===== config.mk =====
export PLATFORM = sky130hd
export DESIGN_NAME = gpio_ovr_port
export DESIGN_NICKNAME = d
export VERILOG_FILES = /design/src/rtl/gpio_ovr_pkg.sv /design/src/rtl/gpio_ovr_ctrl.sv /design/src/rtl/gpio_ovr_datapath.sv /design/src/rtl/gpio_ovr_port.sv
export SDC_FILE = /design/constraint.sdc
export NUM_CORES = 1
export LEC_CHECK = 0
export ABC_AREA = 1
export BUFFER_PORTS_ARGS = -buffer_cell sky130_fd_sc_hd__buf_2
export CAP_MARGIN = 40
export CORE_MARGIN = 3
export CORE_UTILIZATION = 40
export CTS_CLUSTER_DIAMETER = 60
export CTS_CLUSTER_SIZE = 14
export DETAILED_ROUTE_END_ITERATION = 6
export PLACE_DENSITY = 0.76
export RECOVER_POWER = 100
export SYNTH_ARGS = -nofsm -noshare
export SYNTH_HDL_FRONTEND = slang
export SYNTH_SLANG_ARGS = --single-unit
export TNS_END_PERCENT = 50

===== constraint.sdc =====
create_clock -name clk -period 2 [get_ports clk]
set_input_delay 0.1 -clock clk [delete_from_list [all_inputs] [get_ports clk]]
set_output_delay 0.1 -clock clk [all_outputs]
set_load 0.02 [all_outputs]

===== src/rtl/gpio_ovr_pkg.sv =====
package gpio_ovr_pkg;

  localparam logic [1:0] ADDR_PIN  = 2'd0;
  localparam logic [1:0] ADDR_DIR  = 2'd1;
  localparam logic [1:0] ADDR_DATA = 2'd2;

  typedef enum logic [1:0] {
    RD_PIN  = 2'd0,
    RD_DIR  = 2'd1,
    RD_DATA = 2'd2,
    RD_NONE = 2'd3
  } rdSel_e;

  typedef struct packed {
    logic   wrDir;
    logic   wrData;
    rdSel_e rdSel;
  } busStrobe_t;

endpackage


===== src/rtl/gpio_ovr_ctrl.sv =====
module gpio_ovr_ctrl
  import gpio_ovr_pkg::*;
#(
  parameter int NUM_PINS = 8,
  parameter int SCK_PIN  = 1,
  parameter int MOSI_PIN = 2,
  parameter int MISO_PIN = 3
) (
  input  logic [1:0]          busAddr,
  input  logic                busWrEn,
  input  logic                spiEn,
  input  logic                spiMaster,
  output busStrobe_t          strobe,
  output logic [NUM_PINS-1:0] forceInMask,
  output logic [NUM_PINS-1:0] spiDriveMask
);

  localparam logic [NUM_PINS-1:0] ONE = {{(NUM_PINS-1){1'b0}}, 1'b1};
  localparam logic [NUM_PINS-1:0] MASTER_IN  = ONE << MISO_PIN;
  localparam logic [NUM_PINS-1:0] SLAVE_IN   = (ONE << MOSI_PIN) | (ONE << SCK_PIN);
  localparam logic [NUM_PINS-1:0] MASTER_OUT = SLAVE_IN;
  localparam logic [NUM_PINS-1:0] SLAVE_OUT  = MASTER_IN;

  // bus decode
  always_comb begin
    strobe.wrDir  = busWrEn && (busAddr == ADDR_DIR);
    strobe.wrData = busWrEn && (busAddr == ADDR_DATA);
    unique case (busAddr)
      ADDR_PIN:  strobe.rdSel = RD_PIN;
      ADDR_DIR:  strobe.rdSel = RD_DIR;
      ADDR_DATA: strobe.rdSel = RD_DATA;
      default:   strobe.rdSel = RD_NONE;
    endcase
  end

  // SPI role decode: which pins are forced in, which carry engine values
  always_comb begin
    forceInMask  = '0;
    spiDriveMask = '0;
    if (spiEn) begin
      if (spiMaster) begin
        forceInMask  = MASTER_IN;
        spiDriveMask = MASTER_OUT;
      end else begin
        forceInMask  = SLAVE_IN;
        spiDriveMask = SLAVE_OUT;
      end
    end
  end

endmodule


===== src/rtl/gpio_ovr_datapath.sv =====
module gpio_ovr_datapath
  import gpio_ovr_pkg::*;
#(
  parameter int NUM_PINS    = 8,
  parameter int SYNC_STAGES = 2,
  parameter int CMP_BASE    = 4,
  parameter int NUM_CMP     = 4,
  parameter int SCK_PIN     = 1,
  parameter int MOSI_PIN    = 2,
  parameter int MISO_PIN    = 3
) (
  input  logic                clk,
  input  logic                rstN,
  input  busStrobe_t          strobe,
  input  logic [NUM_PINS-1:0] busWrData,
  output logic [NUM_PINS-1:0] busRdData,
  input  logic [NUM_PINS-1:0] forceInMask,
  input  logic [NUM_PINS-1:0] spiDriveMask,
  input  logic                spiMosiOut,
  input  logic                spiSckOut,
  input  logic                spiMisoOut,
  input  logic [NUM_CMP-1:0]  cmpEn,
  input  logic [NUM_CMP-1:0]  cmpVal,
  input  logic [NUM_PINS-1:0] padIn,
  output logic [NUM_PINS-1:0] padOe,
  output logic [NUM_PINS-1:0] padOut,
  output logic [NUM_PINS-1:0] padPullEn
);

  localparam int CMP_TOP = CMP_BASE + NUM_CMP;

  logic [NUM_PINS-1:0] dirReg;
  logic [NUM_PINS-1:0] dataReg;
  logic [NUM_PINS-1:0] syncStage [SYNC_STAGES];

  always_ff @(posedge clk or negedge rstN) begin
    if (!rstN) begin
      dirReg  <= '0;
      dataReg <= '0;
    end else begin
      if (strobe.wrDir)  dirReg  <= busWrData;
      if (strobe.wrData) dataReg <= busWrData;
    end
  end

  always_ff @(posedge clk or negedge rstN) begin
    if (!rstN) begin
      for (int s = 0; s < SYNC_STAGES; s++) syncStage[s] <= '0;
    end else begin
      syncStage[0] <= padIn;
      for (int s = 1; s < SYNC_STAGES; s++) syncStage[s] <= syncStage[s-1];
    end
  end

  always_comb begin
    unique case (strobe.rdSel)
      RD_PIN:  busRdData = syncStage[SYNC_STAGES-1];
      RD_DIR:  busRdData = dirReg;
      RD_DATA: busRdData = dataReg;
      default: busRdData = '0;
    endcase
  end

  for (genvar p = 0; p < NUM_PINS; p++) begin : g_pin
    logic altSel;
    logic altVal;
    logic oeBit;

    if (p >= CMP_BASE && p < CMP_TOP) begin : g_cmp
      assign altSel = cmpEn[p-CMP_BASE];
      assign altVal = cmpVal[p-CMP_BASE];
    end else begin : g_spi
      assign altSel = spiDriveMask[p];
      assign altVal = (p == MOSI_PIN) ? spiMosiOut :
                      (p == SCK_PIN)  ? spiSckOut  : spiMisoOut;
    end

    assign oeBit        = dirReg[p] & ~forceInMask[p];
    assign padOe[p]     = oeBit;
    assign padOut[p]    = oeBit & (altSel ? altVal : dataReg[p]);
    assign padPullEn[p] = ~oeBit & dataReg[p];
  end

endmodule


===== src/rtl/gpio_ovr_port.sv =====
module gpio_ovr_port
  import gpio_ovr_pkg::*;
#(
  parameter int NUM_PINS    = 8,
  parameter int SYNC_STAGES = 2,
  parameter int CMP_BASE    = 4,
  parameter int NUM_CMP     = 4,
  parameter int SCK_PIN     = 1,
  parameter int MOSI_PIN    = 2,
  parameter int MISO_PIN    = 3
) (
  input  logic                clk,
  input  logic                rstN,
  input  logic [1:0]          busAddr,
  input  logic                busWrEn,
  input  logic [NUM_PINS-1:0] busWrData,
  output logic [NUM_PINS-1:0] busRdData,
  input  logic                spiEn,
  input  logic                spiMaster,
  input  logic                spiMosiOut,
  input  logic                spiSckOut,
  input  logic                spiMisoOut,
  input  logic [NUM_CMP-1:0]  cmpEn,
  input  logic [NUM_CMP-1:0]  cmpVal,
  input  logic [NUM_PINS-1:0] padIn,
  output logic [NUM_PINS-1:0] padOe,
  output logic [NUM_PINS-1:0] padOut,
  output logic [NUM_PINS-1:0] padPullEn
);

  busStrobe_t          strobe;
  logic [NUM_PINS-1:0] forceInMask;
  logic [NUM_PINS-1:0] spiDriveMask;

  gpio_ovr_ctrl #(
    .NUM_PINS(NUM_PINS), .SCK_PIN(SCK_PIN), .MOSI_PIN(MOSI_PIN), .MISO_PIN(MISO_PIN)
  ) ctrl_i (
    .busAddr(busAddr), .busWrEn(busWrEn), .spiEn(spiEn), .spiMaster(spiMaster),
    .strobe(strobe), .forceInMask(forceInMask), .spiDriveMask(spiDriveMask)
  );

  gpio_ovr_datapath #(
    .NUM_PINS(NUM_PINS), .SYNC_STAGES(SYNC_STAGES), .CMP_BASE(CMP_BASE),
    .NUM_CMP(NUM_CMP), .SCK_PIN(SCK_PIN), .MOSI_PIN(MOSI_PIN), .MISO_PIN(MISO_PIN)
  ) dp_i (
    .clk(clk), .rstN(rstN), .strobe(strobe), .busWrData(busWrData),
    .busRdData(busRdData), .forceInMask(forceInMask), .spiDriveMask(spiDriveMask),
    .spiMosiOut(spiMosiOut), .spiSckOut(spiSckOut), .spiMisoOut(spiMisoOut),
    .cmpEn(cmpEn), .cmpVal(cmpVal), .padIn(padIn),
    .padOe(padOe), .padOut(padOut), .padPullEn(padPullEn)
  );

endmodule


### Word-level counts from Yosys, hierarchy flattened

Index checks and enable logic that the tools add are counted.

* add/sub/neg operators: 0
* multipliers: 0
* div/mod/pow operators: 0
* $lt $le $gt $ge: 0
* equal/unequal tests: 4
* shifts and indexed selects: 0
* multiplexer cells: 14
* bitwise gates (word level): 40
* reduce and logical (&&, ||, !) cells: 4

Operators with widths (count)
* 1-bit bitwise AND: 24
* 8-bit one-hot mux with 3 select lines: 1
* 1-bit inverter: 16
* 4-bit two-way mux: 3
* 1-bit two-way mux: 8
* 8-bit two-way mux: 1
* 2-bit one-hot mux with 3 select lines: 1
* 2-bit by 1-bit equality test with 1-bit output (second input constant): 2
* 2-bit equality test (second input constant): 2
* 2-bit zero test: 2
* 1-bit logical AND: 2

* bits in registers: 32
* latch bits: 0
* RAM bits: 0
* memory bits (read-only): 0
* bits of input ports: 34
* output and inout bits: 32
* word-level logic and storage cells: 66
* memories: 0

### Longest topological paths before layout

Gate-level depths: netlist of run 1.

* depth after elaboration: 6
* gate-level depth with buffers: 5
* gate-level depth less buffers: 5

### Cells and area by module

A second synthesis of run 1 with hierarchy kept.

* cell total of the unflattened synthesis: 216
* area, all modules: 1680.4 um2

By module, submodules not included
* gpio_ovr_datapath: instances 1, cells each 191, area an instance 1534.0 um2, seq. area each 800.8 um2
* gpio_ovr_ctrl: instances 1, cells each 25, area an instance 146.4 um2, seq. area each 0.0 um2

### Least setup slack after synthesis of run 1

No wires, ideal clock.

* path type: reg2out
* from: register dp_i.dirReg[3]
* to: output port padOut[3]
* data arrival time: 0.902 ns
* data required time: 1.900 ns
* path slack: 0.998 ns
* stages on the path, launching flop included: 5
* buffers on the path: 0
* cell sequence: dfrtp_1 -> inv_1 -> a21oi_1 -> nand2_1 -> nor2_1

* word-level cells in the longest chain between the ends: 2

RTL lines
* from (decl): RTL line gpio_ovr_datapath.sv:32 `logic [NUM_PINS-1:0] dirReg;`
* from (signal assigned): RTL line gpio_ovr_datapath.sv:41 `if (strobe.wrDir) dirReg <= busWrData;`
* 1-bit bitwise AND: RTL line gpio_ovr_datapath.sv:78 `assign oeBit = dirReg[p] & ~forceInMask[p];`
* net dp_i.g_pin[3].oeBit: RTL line gpio_ovr_datapath.sv:67 `logic oeBit;`
* 1-bit bitwise AND: RTL line gpio_ovr_datapath.sv:80 `assign padOut[p] = oeBit & (altSel ? altVal : dataReg[p]);`
* to (decl): RTL line gpio_ovr_port.sv:27 `output logic [NUM_PINS-1:0] padOut,`

The timed path passes the listed nets, and every way through them passes these cells.

### Worst setup path after layout of run 1

* from: register dp_i.dirReg[3]
* to: output port padOut[3]

* word-level cells in the longest chain between the ends: 2

RTL lines (RTL line)
* 1-bit bitwise AND: gpio_ovr_datapath.sv:78
* 1-bit bitwise AND: gpio_ovr_datapath.sv:80

No other way between the ends.

==> impl.org, run 1 <==
** Logic synthesis
- Combinational family with the most area after synthesis :: simple AND/OR/NAND/NOR gates
- Counting flops and latches in the post-synthesis netlist gives 32.
- Yosys instantiated no cell more often than nand2_1.
- XOR/XNOR share of the synthesized area :: 0%
- Part of the Yosys area used for sequential elements :: 54.2%
- The share of synthesized area in the top cell type comes to 54.2%.
- In the synthesized netlist, the number of instances is 181.
- The synthesized design spends more area on one cell type than any other, namely dfrtp_1.
- Synthesized-area fraction occupied by and/or/nand/nor cells :: 30.3%
- The cell area that synthesis handed to floorplanning was 1480 µm².
- Syn Nets :: roughly 220
- Count of different cell masters after synthesis :: 13
- Post-synthesis compound-gate area fraction :: a little over 4%
- Mux share of post-synthesis cell area :: 0%
- The average instance in the mapped netlist occupies 8.16 µm².
- The commonest cells after synthesis are 64 x nand2_1, 32 x dfrtp_1, 27 x nand3_1.
- Among all flip-flop cells after synthesis, the most frequent one is dfrtp_1.
- After synthesis, the cell types taking the most area are dfrtp_1 54%, nand2_1 16%, nand3_1 9.2%.
- Number of warnings printed during yosys synthesis :: 0
- After synthesis, the share of flip-flops with an asynchronous set or reset is 100%.
- Yosys mapped a number of flops with a built-in enable equal to 0.
- Fraction of the mapped netlist area in adder cells :: 0%

** Drt
- The first TritonRoute pass finished after 4 iterations.
- In this run the remaining antenna-violating nets after routing total 0.
- The routed layout has approximately 1300 vias.
- Number of DRC markers in iteration 0 :: 25
- Total wire length after detailed routing :: 3240 µm
- For this run, design rule violations remaining after detail routing come to 0.
- Using the TritonRoute via totals, the vias-per-cell ratio works out to 4.48.
- Wire per inst :: 10.9 µm

** Place
- In this run the cell area measured after placement is 1770 µm².
- The HPWL after detailed placement is 2350 µm.
- The count of buffers added on input and output ports is 65.
- At the end of routability-driven placement, the weighted congestion stood at roughly 0.75.

** Clock network
- The H-tree was split into 2 levels.
- Clock slew at reported path FFs :: 70 ps
- CTS tree :: built
- After clock tree synthesis, the setup repair step added 0 buffers.
- The longest clock path from root to sink contains 2 buffers.
- In this run the clock root is driven by a clkbuf_8.
- # clock sinks :: 32
- Clock latency on the worst-skew pair :: 270 ps
- Cts bufs inserted :: 5

** Worst setup path
- The critical path is of the flop to output pin type.
- Data on the critical path is required at its endpoint by ~1900 ps.
- On the worst path, the slowest cell contributes a delay of ~370 ps.
- Maximum fanout along the worst path :: 3
- Startpoint of the most critical register-to-register path :: dp_i.dataReg[2]
- Tracing the worst setup path back leads to its startpoint at dp_i.dirReg[3].
- The critical path goes through inv_1, a21oi_1, nand2_1, nor2_1, clkbuf_1.
- CP Launch Type :: flop
- The worst setup path is captured at an output pin.
- The largest individual stage delay along the critical path comes from the cell dfrtp_1.
- Data arrives at the worst endpoint at 1310 ps.

** Floorplanning
- Die width :: 66.8 µm
- The die covers 4460 µm².
- For this configuration, the core starts out at a cell density of 42.9%.
- Top-Level Pins :: 66
- The floorplan step set the die height to approximately 67 µm.
- Core area :: 3440 µm²
- Num rows :: 21

** Timing
- Pins Over Slew Limit :: 0
- Least-Margin Pin Slew :: about 750 ps
- Total of endpoints with negative setup slack in the final report :: 0
- Between clock sinks in the finished design, the worst skew comes to 0.696 ps.
- Ratio of final minimum period to clock period :: a little over two thirds
- Setup TNS after final layout :: 0 ps
- Min Tclk post-route :: ~1400 ps
- The worst pin sits at a relative slew slack of between 50% and 60%.
- Setup repair after global routing left no endpoint under its margin.
- The hold violation count in the final report was 0.
- Highest Clock Rate :: 709 MHz

** Worst hold path
- In this run the worst hold path is classified as primary input to flop.
- Startpoint of the worst hold path :: busWrData[4]

** Power
- Summing internal, switching and leakage power gives 1.66 mW.
- Summed over all cells, the static leakage comes to 0.991 nW.
- For this design the ratio of total power to cell area is between 800 and 900 nW/µm².
- Worst IR drop on VDD :: 647 µV

** Layout
- Layout filler cell count :: 347
- Area growth from synthesis to layout :: 28.8%
- The multi-input combinational cells in the finished layout cover a total of 503 µm².
- Antenna fix cells :: 0
- Layout cell share with drive strength beyond 1 :: 16.3%
- Post-layout instance area :: roughly 1900 µm²
- Registers take 801 µm².
- Number of nets in the layout :: between 200 and 300

** GRT
- The initial antenna violation count came to 0.
- Pin count of the biggest net entering global routing :: 33
- Global-route wire length before repair :: about 5500 µm
- Overall Global Routing Usage :: 16.4%
- Global route total overflow :: 0
- The via count of the first global-routing pass is 1297.

** Job
- Max-cap violations in this run came to 0.

** Run status
- Outcome :: completed
==> final timing paths <==
path / endpoint / slack [ps] / cells past startpoint
setup / recovery: padOut[3] / 590 / 5
hold / removal: dp_i.dirReg[4] / 60 / 3
setup reg to reg: dp_i.dataReg[2] / 1310 / 2
hold reg to reg: dp_i.syncStage[3] / 350 / 0
max in group asynchronous: dp_i.syncStage[6] / 1120 / 2
min in group asynchronous: dp_i.dirReg[4] / 400 / 2
==> stage by stage <==
stage          hold slack, ps  utilization (%)  setup WS [ps]  cells
2_1_floorplan            -196                -            998    181
3_3_place_gp              173             51.3            827    280
3_5_place_dp              180             51.3            780    280
4_1_cts                  55.5             56.6            683    297
5_1_grt                  78.1             55.3            473    297
6_report                 58.3             55.3            589    297
==> power by group <==
group | switching [mW] | internal (mW) | total [mW]
registers | 0.0631 | 0.715 | 0.778
clock network | 0.249 | 0.246 | 0.495
logic | 0.265 | 0.125 | 0.389
total | 0.577 | 1.09 | 1.66
==> worst max-delay path: cells and delay by family (launching register included) <==
family / cells / cell delay [ps]
flip-flops: 1 / 370
AO/OA/AOI/OAI: 1 / 200
buffers and inverters: 2 / 290
AND/OR/NAND/NOR: 2 / 160
==> registers in the layout, indices dropped and copies added, names as in the netlist <==
| register | cells |
|---|---|
| dp_i.dataReg | 8 |
| dp_i.syncStage | 16 |
| dp_i.dirReg | 8 |
==> layer usage <==
metal	routed length, µm	GRT usage (%)
met1	1400	19.7
met3	248	4.89
met4	38	4.57
met2	1550	28.3
met5	0	0
==> layout by cell type (no fill, tap or decap) <==
master	count
nand2_1	66
clkbuf_8	5
clkbuf_1	34
nand3_1	27
clkinvlp_4	2
dlygate4sd3_1	9
inv_1	20
buf_2	30
a21oi_1	8
nor2_4	2
nor2_1	10
clkinv_4	1
clkbuf_2	1
dfrtp_1	32
o21ai_0	4
==> layout make-up <==
cell class              instances  share of cell area (%)
multi-input cells             117                    26.4
flip-flops and latches         32                    42.1
inverters                      20                    3.95
clock inverters                 3                    1.25
repair buffers                 74                    19.6
well taps                      46                    3.03
clock buffers                   5                    3.62
==> cells by family (layout without fill, tap and decap cells) <==
kind of cell | after synthesis | count (layout)
AOI/OAI and AO/OA | 12 | 12
buffers and inverters | 32 | 102
DFF | 32 | 32
and+or+nand+nor | 105 | 105
==> what timing repair did <==
action	in CTS	in global routing
hold buffers	9	0
endpoints found under the hold margin	40	0
resized for setup	0	0
No activity file was read; power rests on OpenSTA's default activity.
==> inputs of run 2 (changes only) <==
clock period = 1.3 ns   (was 2 ns; I/O delays follow)
==> run 2 against run 1 <==
Net effect: combinational power is 64% higher; global-route usage barely moved; setup slack worse by 490 ps; register-to-register slack worse by 730 ps; clock power rose by 54%; core utilization up 1.5 points; non-clock buffer count up 4; die area stayed put; sequential power is 54% higher; power rose by 56%; design area rose by 2.6%; final cell count rose by 1.3%; highest routed layer unchanged.
==> impl.org, run 2 (synthesis results as in run 1) <==
** Power
- Static Leak :: roughly 1.1 nW
- Worst IR drop on VDD :: 812 µV
- Power spread over the standard cell area amounts to 1330 nW/µm².
- The design draws 2.60 mW.

** Timing
- The final count of pins violating max slew came to 0.
- Endpoints failing hold :: 0
- Setup TNS after final layout :: 0 ps
- Highest Clock Rate :: about 830 MHz
- For the pin with the worst max-slew slack, the measured transition is about 740 ps.
- Setup repair after global routing missed its margin :: false
- Ratio of final minimum period to clock period :: between 90% and 100%
- In this run the tightest slew margin relative to its limit is 50.6%.
- Subtracting the final worst setup slack from the clock period gives 1200 ps.
- Total of endpoints with negative setup slack in the final report :: 0
- Worst clock skew :: 2.05 ps

** Job
- Count of max-cap constraint violations :: 0

** Drt
- Total wire length after detailed routing :: 3270 µm
- Wire per inst :: 10.9 µm
- In the routed design, unresolved DRC markers number 0.
- Via count normalized by instance count :: about 4.6
- For this block, the initial DRC count from the detailed router was 58.
- Once detail routing completed, the nets flagged for antenna violations numbered 0.
- Across all layers, the routed design uses roughly 1400 vias.
- The pre-antenna-repair detailed-routing pass consisted of 4 iterations.

** Worst setup path
- Maximum fanout along the worst path :: 3
- The startpoint identified for the worst register-to-register timing path is dp_i.dirReg[3].
- Crit path arrival time :: 1140 ps
- First element of the critical path :: dp_i.dirReg[3]
- CP Launch Type :: flop
- Data required time at the worst endpoint :: 1240 ps
- Type of element capturing the critical path :: output pin
- Crit Path Category :: flop to output pin

** GRT
- Pin count of the biggest net entering global routing :: 33
- The first global-routing pass estimated between 5000 and 6000 µm of wire.
- Via count of the first global-routing pass :: 1288
- Across every metal layer, demand over resource in global routing totals around 16%.
- Antenna violations before repair :: 0
- Global route total overflow :: 0

** Layout
- Number of nets in the layout :: 288
- Layout filler cell count :: 327
- In the layout the commonest cells are 66 x nand2_1, 32 x dfrtp_1, 31 x buf_2, 27 x nand3_1, 21 x clkbuf_1.
- Largest register FFs :: 16
- Leading registers by flop count :: dp_i.syncStage (16), dp_i.dataReg (8), dp_i.dirReg (8)
- Area used by multi-input combinational logic :: a little over 500 µm²
- Most flop-heavy register :: dp_i.syncStage
- Across the whole layout, storage elements account for 801 µm².
- Area growth from synthesis to layout :: 32.2%
- Antenna fix cells :: 0
- Layout cell share with drive strength beyond 1 :: 23.1%
- The library cell used most frequently in the layout, excluding fill and tap cells, is nand2_1.

** Clock network
- # clock sinks :: 32
- For the worst-skew pair, the clock arrives at the later sink with an insertion delay of around 280 ps.
- Clock-pin slew was measured on the worst setup and hold paths at 60 ps.
- TritonCTS created 5 clock buffers.
- H-tree depth :: 2
- CTS max path bufs :: 2
- Clock tree root driver cell :: clkbuf_8
- TritonCTS built the clock tree.

** Floorplanning
- Die area :: 4460 µm²
- Core area :: 3440 µm²
- The die is 66.8 µm wide.
- Initial standard-cell utilization of the core :: a little over two fifths
- In this run the vertical extent of the chip is 66.8 µm.
- Top-Level Pins :: 66
- Num rows :: 21

** Worst hold path
- Hold/Removal Path Class :: primary input to flop
- Startpoint of the worst hold path :: busWrData[6]

** Place
- Summed over all nets, the half-perimeter wirelength after detailed placement is 2370 µm.
- Input/output buffers :: between 60 and 70
- Routability-driven placement finished with a final weighted congestion of 0.793.

** Run status
- The run finished with clean final reports.
## run 2: worst max-delay path, stage by stage, from the launching register on
cell and delay, ps:
dfrtp_1 370, inv_1 70, a21oi_2 40, buf_4 130
nor2_1 70, clkbuf_2 170
## run 2: repair_timing
item | CTS | global route
hold endpoints to repair | 40 | 0
setup buffers | 0 | 2
resized for setup | 1 | 1
cloned | 0 | 0
endpoints found under the setup margin | 1 | 1
hold buffers | 9 | 0
pin swaps | 0 | 0
## run 2: power breakdown
part           leakage [nW]  switching [mW]  total (mW)  internal, mW
logic                 0.627           0.417       0.638         0.221
clock network        0.0510           0.342       0.763         0.421
registers             0.386          0.0978        1.20          1.10
## run 2: area by class of cell
cell class / count / area share, %
Clock inverter: 2 / 0.513
Multi-Input combinational cell: 117 / 26.0
Sequential cell: 32 / 41.0
Inverter: 20 / 3.85
Tap cell: 46 / 2.95
Clock buffer: 6 / 4.23
Timing Repair Buffer: 78 / 21.5
## run 2: final timing paths
kind,end,slack (ps),depth (start not counted)
worst min register to register,dp_i.syncStage[0],350,0
max in group asynchronous,dp_i.dirReg[2],380,3
worst max-delay path,padPullEn[3],100,5
min in group asynchronous,dp_i.syncStage[10],450,3
worst max register to register,dp_i.dirReg[3],580,3
worst min-delay path,dp_i.dirReg[6],40,3
## run 2: layer usage
| layer | vias to the layer above | share of wire [%] | wire, µm | global-route usage [%] |
|---|---|---|---|---|
| met1 | 618 | 41 | 1340 | 17.9 |
| li1 | 700 | - | - | - |
| met2 | 50 | 50 | 1640 | 29.3 |
| met5 | - | 0 | 0 | 0 |
| met3 | 5 | 8.2 | 268 | 5.40 |
| met4 | 0 | 0.95 | 31 | 6.09 |
## run 2: stage by stage
stage                     cell area, µm²  hold slack, ps  utilization (%)  worst slack, ps  cells
after CTS                           1970            27.4             57.2             60.8    299
after global placement              1780            97.2             51.8              257    282
after detailed placement            1780            99.6             51.8              238    282
after global routing                1950            37.0             56.7             12.8    301
after floorplan                     1480            -231                -              333    181
final                               1950            35.5             56.7             95.3    301
